[src/rtl/host_byte_port_pkg.sv]
package host_byte_port_pkg;
  typedef enum logic [1:0] {
    ST_IDLE  = 2'd0,
    ST_READY = 2'd1,
    ST_DRAIN = 2'd2
  } port_state_e;
endpackage

[src/rtl/hbp_ack_sync.sv]
module hbp_ack_sync #(
  parameter int STAGES = 2
) (
  input  logic clk_i,
  input  logic rst_ni,
  input  logic async_i,
  output logic sync_o
);
  logic [STAGES-1:0] chain_q;

  generate
    for (genvar i = 0; i < STAGES; i++) begin : g_stage
      if (i == 0) begin : g_first
        always_ff @(posedge clk_i or negedge rst_ni) begin
          if (!rst_ni) chain_q[0] <= 1'b0;
          else         chain_q[0] <= async_i;
        end
      end else begin : g_next
        always_ff @(posedge clk_i or negedge rst_ni) begin
          if (!rst_ni) chain_q[i] <= 1'b0;
          else         chain_q[i] <= chain_q[i-1];
        end
      end
    end
  endgenerate

  assign sync_o = chain_q[STAGES-1];
endmodule

[src/rtl/hbp_ctrl.sv]
module hbp_ctrl
  import host_byte_port_pkg::*;
(
  input  logic clk_i,
  input  logic rst_ni,
  input  logic valid_i,
  input  logic ack_sync_i,
  output logic accept_o,
  output logic drop_o,
  output logic rdy_o
);
  port_state_e state_q, state_d;

  assign accept_o = valid_i && (state_q == ST_IDLE);
  assign drop_o   = valid_i && (state_q != ST_IDLE);
  assign rdy_o    = (state_q == ST_READY);

  always_comb begin
    state_d = state_q;
    unique case (state_q)
      ST_IDLE:  if (valid_i)     state_d = ST_READY;
      ST_READY: if (ack_sync_i)  state_d = ST_DRAIN;
      ST_DRAIN: if (!ack_sync_i) state_d = ST_IDLE;
      default:                   state_d = ST_IDLE;
    endcase
  end

  always_ff @(posedge clk_i or negedge rst_ni) begin
    if (!rst_ni) state_q <= ST_IDLE;
    else         state_q <= state_d;
  end

  AST_RDY_RISE_ON_VALID: assert property (@(posedge clk_i) disable iff (!rst_ni)
    $rose(rdy_o) |-> $past(valid_i));
  AST_RDY_FALL_ON_ACK: assert property (@(posedge clk_i) disable iff (!rst_ni)
    $fell(rdy_o) |-> $past(ack_sync_i));
  AST_NO_REOPEN_UNDER_ACK: assert property (@(posedge clk_i) disable iff (!rst_ni)
    $rose(rdy_o) |-> !$past(ack_sync_i));
endmodule

[src/rtl/hbp_data_hold.sv]
module hbp_data_hold #(
  parameter int WIDTH = 8
) (
  input  logic             clk_i,
  input  logic             rst_ni,
  input  logic             load_i,
  input  logic [WIDTH-1:0] data_i,
  output logic [WIDTH-1:0] data_o
);
  always_ff @(posedge clk_i or negedge rst_ni) begin
    if (!rst_ni)     data_o <= '0;
    else if (load_i) data_o <= data_i;
  end
endmodule

[src/rtl/hbp_sticky.sv]
module hbp_sticky (
  input  logic clk_i,
  input  logic rst_ni,
  input  logic set_i,
  output logic flag_o
);
  always_ff @(posedge clk_i or negedge rst_ni) begin
    if (!rst_ni)    flag_o <= 1'b0;
    else if (set_i) flag_o <= 1'b1;
  end

  AST_OVERRUN_STICKY: assert property (@(posedge clk_i) disable iff (!rst_ni)
    flag_o |=> flag_o);
endmodule

[src/rtl/host_byte_port.sv]
module host_byte_port #(
  parameter int DATA_W      = 8,
  parameter int SYNC_STAGES = 2
) (
  input  logic              clk_i,
  input  logic              rst_ni,
  input  logic [DATA_W-1:0] byte_i,
  input  logic              byte_valid_i,
  input  logic              host_ack_i,
  output logic [DATA_W-1:0] host_data_o,
  output logic              host_rdy_o,
  output logic              overrun_o
);
  logic ack_sync;
  logic accept;
  logic drop;

  hbp_ack_sync #(.STAGES(SYNC_STAGES)) u_sync (
    .clk_i   (clk_i),
    .rst_ni  (rst_ni),
    .async_i (host_ack_i),
    .sync_o  (ack_sync)
  );

  hbp_ctrl u_ctrl (
    .clk_i      (clk_i),
    .rst_ni     (rst_ni),
    .valid_i    (byte_valid_i),
    .ack_sync_i (ack_sync),
    .accept_o   (accept),
    .drop_o     (drop),
    .rdy_o      (host_rdy_o)
  );

  hbp_data_hold #(.WIDTH(DATA_W)) u_hold (
    .clk_i  (clk_i),
    .rst_ni (rst_ni),
    .load_i (accept),
    .data_i (byte_i),
    .data_o (host_data_o)
  );

  hbp_sticky u_ovr (
    .clk_i  (clk_i),
    .rst_ni (rst_ni),
    .set_i  (drop),
    .flag_o (overrun_o)
  );

  AST_DATA_HOLD: assert property (@(posedge clk_i) disable iff (!rst_ni)
    host_rdy_o |=> $stable(host_data_o));
  AST_DROP_KEEPS_BUS: assert property (@(posedge clk_i) disable iff (!rst_ni)
    (byte_valid_i && host_rdy_o) |=> (host_rdy_o && overrun_o && $stable(host_data_o)));
endmodule

[config.mk]
export PLATFORM = sky130hd
export DESIGN_NAME = host_byte_port
export DESIGN_NICKNAME = d
export VERILOG_FILES = /design/src/rtl/host_byte_port_pkg.sv /design/src/rtl/hbp_ack_sync.sv /design/src/rtl/hbp_ctrl.sv /design/src/rtl/hbp_data_hold.sv /design/src/rtl/hbp_sticky.sv /design/src/rtl/host_byte_port.sv
export SDC_FILE = /design/constraint.sdc
export NUM_CORES = 1
export LEC_CHECK = 0
export BUFFER_PORTS_ARGS = -buffer_cell sky130_fd_sc_hd__buf_2
export CORE_AREA = 3 3 40 42
export DETAILED_ROUTE_END_ITERATION = 8
export DIE_AREA = 0 0 43 45
export PLACE_DENSITY_LB_ADDON = 0.08
export SLEW_MARGIN = 10
export SYNTH_ARGS = -nofsm -noshare
export SYNTH_HDL_FRONTEND = slang
export SYNTH_SLANG_ARGS = --single-unit
[constraint.sdc]
create_clock -name clk_i -period 1.7 [get_ports clk_i]
set_input_delay 0.255 -clock clk_i [delete_from_list [all_inputs] [get_ports clk_i]]
set_output_delay 0.255 -clock clk_i [all_outputs]
set_load 0.01 [all_outputs]
==> results.py <==
metrics = {
    "clock_tree": {
        "htree_levels": 1,
        "cts-root-buf": "clkbuf_4",
        "cts_sinks": 13,
        "cts_tree": "done",
        "cts.path.max_buffers": 2,
        "clk_latency_ns": 0.27,
        "clkTransAtPathRegs_ns": 0.08,
        "numCtsBuffers": 3,
    },
    "drt": {
        "vias": 335,
        "firstDrtPassIters": 4,
        "wl_per_cell_um": 13.8,
        "drtIter0Drc": 3,
        "topRoutingLayerUsed": "met4",
        "m1WireLength_um": 348,
        "viasPerCell": 4.79,
        "wl_met3_um": 96,
        "routed_wl_um": 967,
        "antenna_left": 0,
        "dr_wl_met2_um": 510,
        "drcViolationCount": 0,
    },
    "global_route": {
        "antenna_found_initial": 0,
        "track_usage": 0.114,
        "grt_max_degree": 14,
        "grt_overflow": 0,
        "grt_pass1_vias": 368,
        "grt_pass1_wl_um": 1570,
    },
    "placed_design": {
        "dp_cells": 65,
        "dp_hpwl_um": 796,
        "finalWeightedCongestion": 0.779,
        "port_buffers": 21,
        "dpl_cell_area_sq_um": 602,
    },
    "logic_synthesis": {
        "syn_inst": 29,
        "ys_warn_count": 0,
        "synth_cell_type_count": 10,
        "seq_area_frac_synth": 0.681,
        "yosys_register_bits": 13,
        "synth_fp_nets": 41,
        "postSynthAreaPerCell_sq_um": 16.5,
        "netlist_area_sq_um": 478,
    },
    "outcome": {
        "status": "complete, no violations",
    },
    "sta": {
        "grt_setup_unrepaired": "false",
        "hold_viol_final": 0,
        "setup_viol": 0,
        "clock_skew_ns": 0.00297,
        "worstMarginPinSlew_ns": 0.431,
        "timing.fmax_mhz": 726,
        "period_minus_slack_ns": 1.38,
        "maxSlewViolCount": 0,
        "fin_crit_sh": 0.810,
        "slew-limit-headroom": 0.712,
        "tns_ns": 0,
    },
    "finish": {
        "layout_common_cells": "buf_2 (21), dfrtp_1 (13), mux2_2 (8)",
        "n_antenna_cell": 0,
        "area_growth_pct": 33.8,
        "nets": 68,
        "fin_cells": 70,
        "drive_gt1_frac": 0.618,
        "layout_commonest_cell": "buf_2",
        "final_cell_area_sq_um": 639,
    },
    "worst_setup_path": {
        "rr_endpoint": "u_hold.data_o[6]",
        "end_kind": "register",
        "r2r-start": "u_ctrl.state_q[0]",
        "required_ns": 1.85,
        "critPathKind": "reg -> reg",
        "rr_worst_depth": 2,
        "r2r_setup_slack_ns": 0.32,
        "crit_fanout": 8,
        "start_kind": "register",
        "arrival_ns": 1.53,
    },
    "pwr": {
        "p_sw_mw": 0.355,
        "pwr-share-comb": 0.362,
        "switching_share": 0.327,
        "internal-power_mw": 0.732,
        "irDropWorstVdd_v": 0.000817,
        "p_per_area_nw_per_um2": 1700,
        "power.leakage_nw": 0.305,
        "p_seq_frac": 0.471,
        "p_clk_frac": 0.168,
    },
    "floorplan": {
        "io_pins": 22,
        "rows": 13,
        "coreArea_sq_um": 1280,
        "dieArea_sq_um": 1940,
        "initial_core_util": 0.372,
        "die_y_um": 45,
        "die_x_um": 43,
    },
    "worst_hold_path": {
        "min_to": "u_sync.chain_q[0]",
        "worstHoldStart": "host_ack_i",
        "hold_path_depth": 1,
        "min_path_type": "in -> reg",
    },
    "flow_run": {
        "cap_violations": 0,
    },
}
[routing by layer]
metal  vias to the layer above  global-route usage
met5                         -                   0
met4                         0              0.0542
met3                         2              0.0359
met1                       161               0.105
li1                        154                   -
met2                        18               0.225
[cells in the mapped netlist (all sizes together)]
master  number  area share
nor3b        1       0.039
a211oi       1       0.016
o21a         1       0.016
and2b        1       0.016
nor2         1      0.0078
nand2b       1       0.013
mux2         8        0.19
o21ai        1       0.010
dfrtp       13        0.68
nor2b        1       0.013
[how the worst max path moves through the flow]
stage / end / slack, ns / from / cells after the start
after floorplan: u_hold.data_o[0] / 0.44 / u_ctrl.state_q[0] / 2
after global placement: u_hold.data_o[0] / 0.36 / u_ctrl.state_q[0] / 2
after detailed placement: u_hold.data_o[6] / 0.32 / u_ctrl.state_q[0] / 2
after CTS: u_hold.data_o[6] / 0.31 / u_ctrl.state_q[0] / 2
after global routing: host_rdy_o / 0.24 / u_ctrl.state_q[0] / 2
final: u_hold.data_o[6] / 0.32 / u_ctrl.state_q[0] / 2
[layout make-up]
type / count / area, sq um
fill: 132 / 646
sequential: 13 / 325
multi-input combinational: 16 / 153
timing repair buffer: 22 / 115
clock buffer: 3 / 22.5
tap: 15 / 18.8
clock inverter: 1 / 5.00
[flip-flops by register name, indices dropped and copies added, names as in the netlist]
signal,count
u_hold.data_o,8
u_ctrl.state_q,2
u_ovr.flag_o,1
u_sync.chain_q,1
u_sync.sync_o,1
[repair_timing]
| item | CTS | global route |
|---|---|---|
| hold buffers | 1 | 0 |
| hold endpoints to repair | 13 | 0 |
| gates resized for setup | 0 | 0 |
| buffers inserted | 0 | 0 |
[power by group through the flow]
stage | Combinational [mW] | Clock, mW | Sequential (mW)
floorplan | 0.184 | 0 | 0.560
global placement | 0.379 | 0 | 0.508
detailed placement | 0.401 | 0 | 0.520
CTS | 0.404 | 0.190 | 0.514
global route | 0.425 | 0.204 | 0.529
finish | 0.393 | 0.182 | 0.512
[logic make-up after synthesis]
kind of cell and synth area share:
AO/OA/AOI/OAI 0.0419, flip-flops 0.681, multiplexers 0.188, AND/OR/NAND/NOR 0.0890
[through the flow]
step	utilization	power [mW]	hold WS, ns	worst slack (ns)
final	0.498	1.09	0.0897	0.323
after global placement	0.468	0.887	0.141	0.363
after floorplan	-	0.744	-0.0406	0.438
after detailed placement	0.468	0.921	0.150	0.316
after global routing	0.498	1.16	0.0820	0.240
after CTS	0.498	1.11	0.0850	0.305
[worst max-delay path, cell delays in order (launching register included)]
cell	delay [ns]
dfrtp_1	0.44
nor3b_4	0.43
mux2_2	0.39
Note: power is estimated with default switching activity, not from simulation.
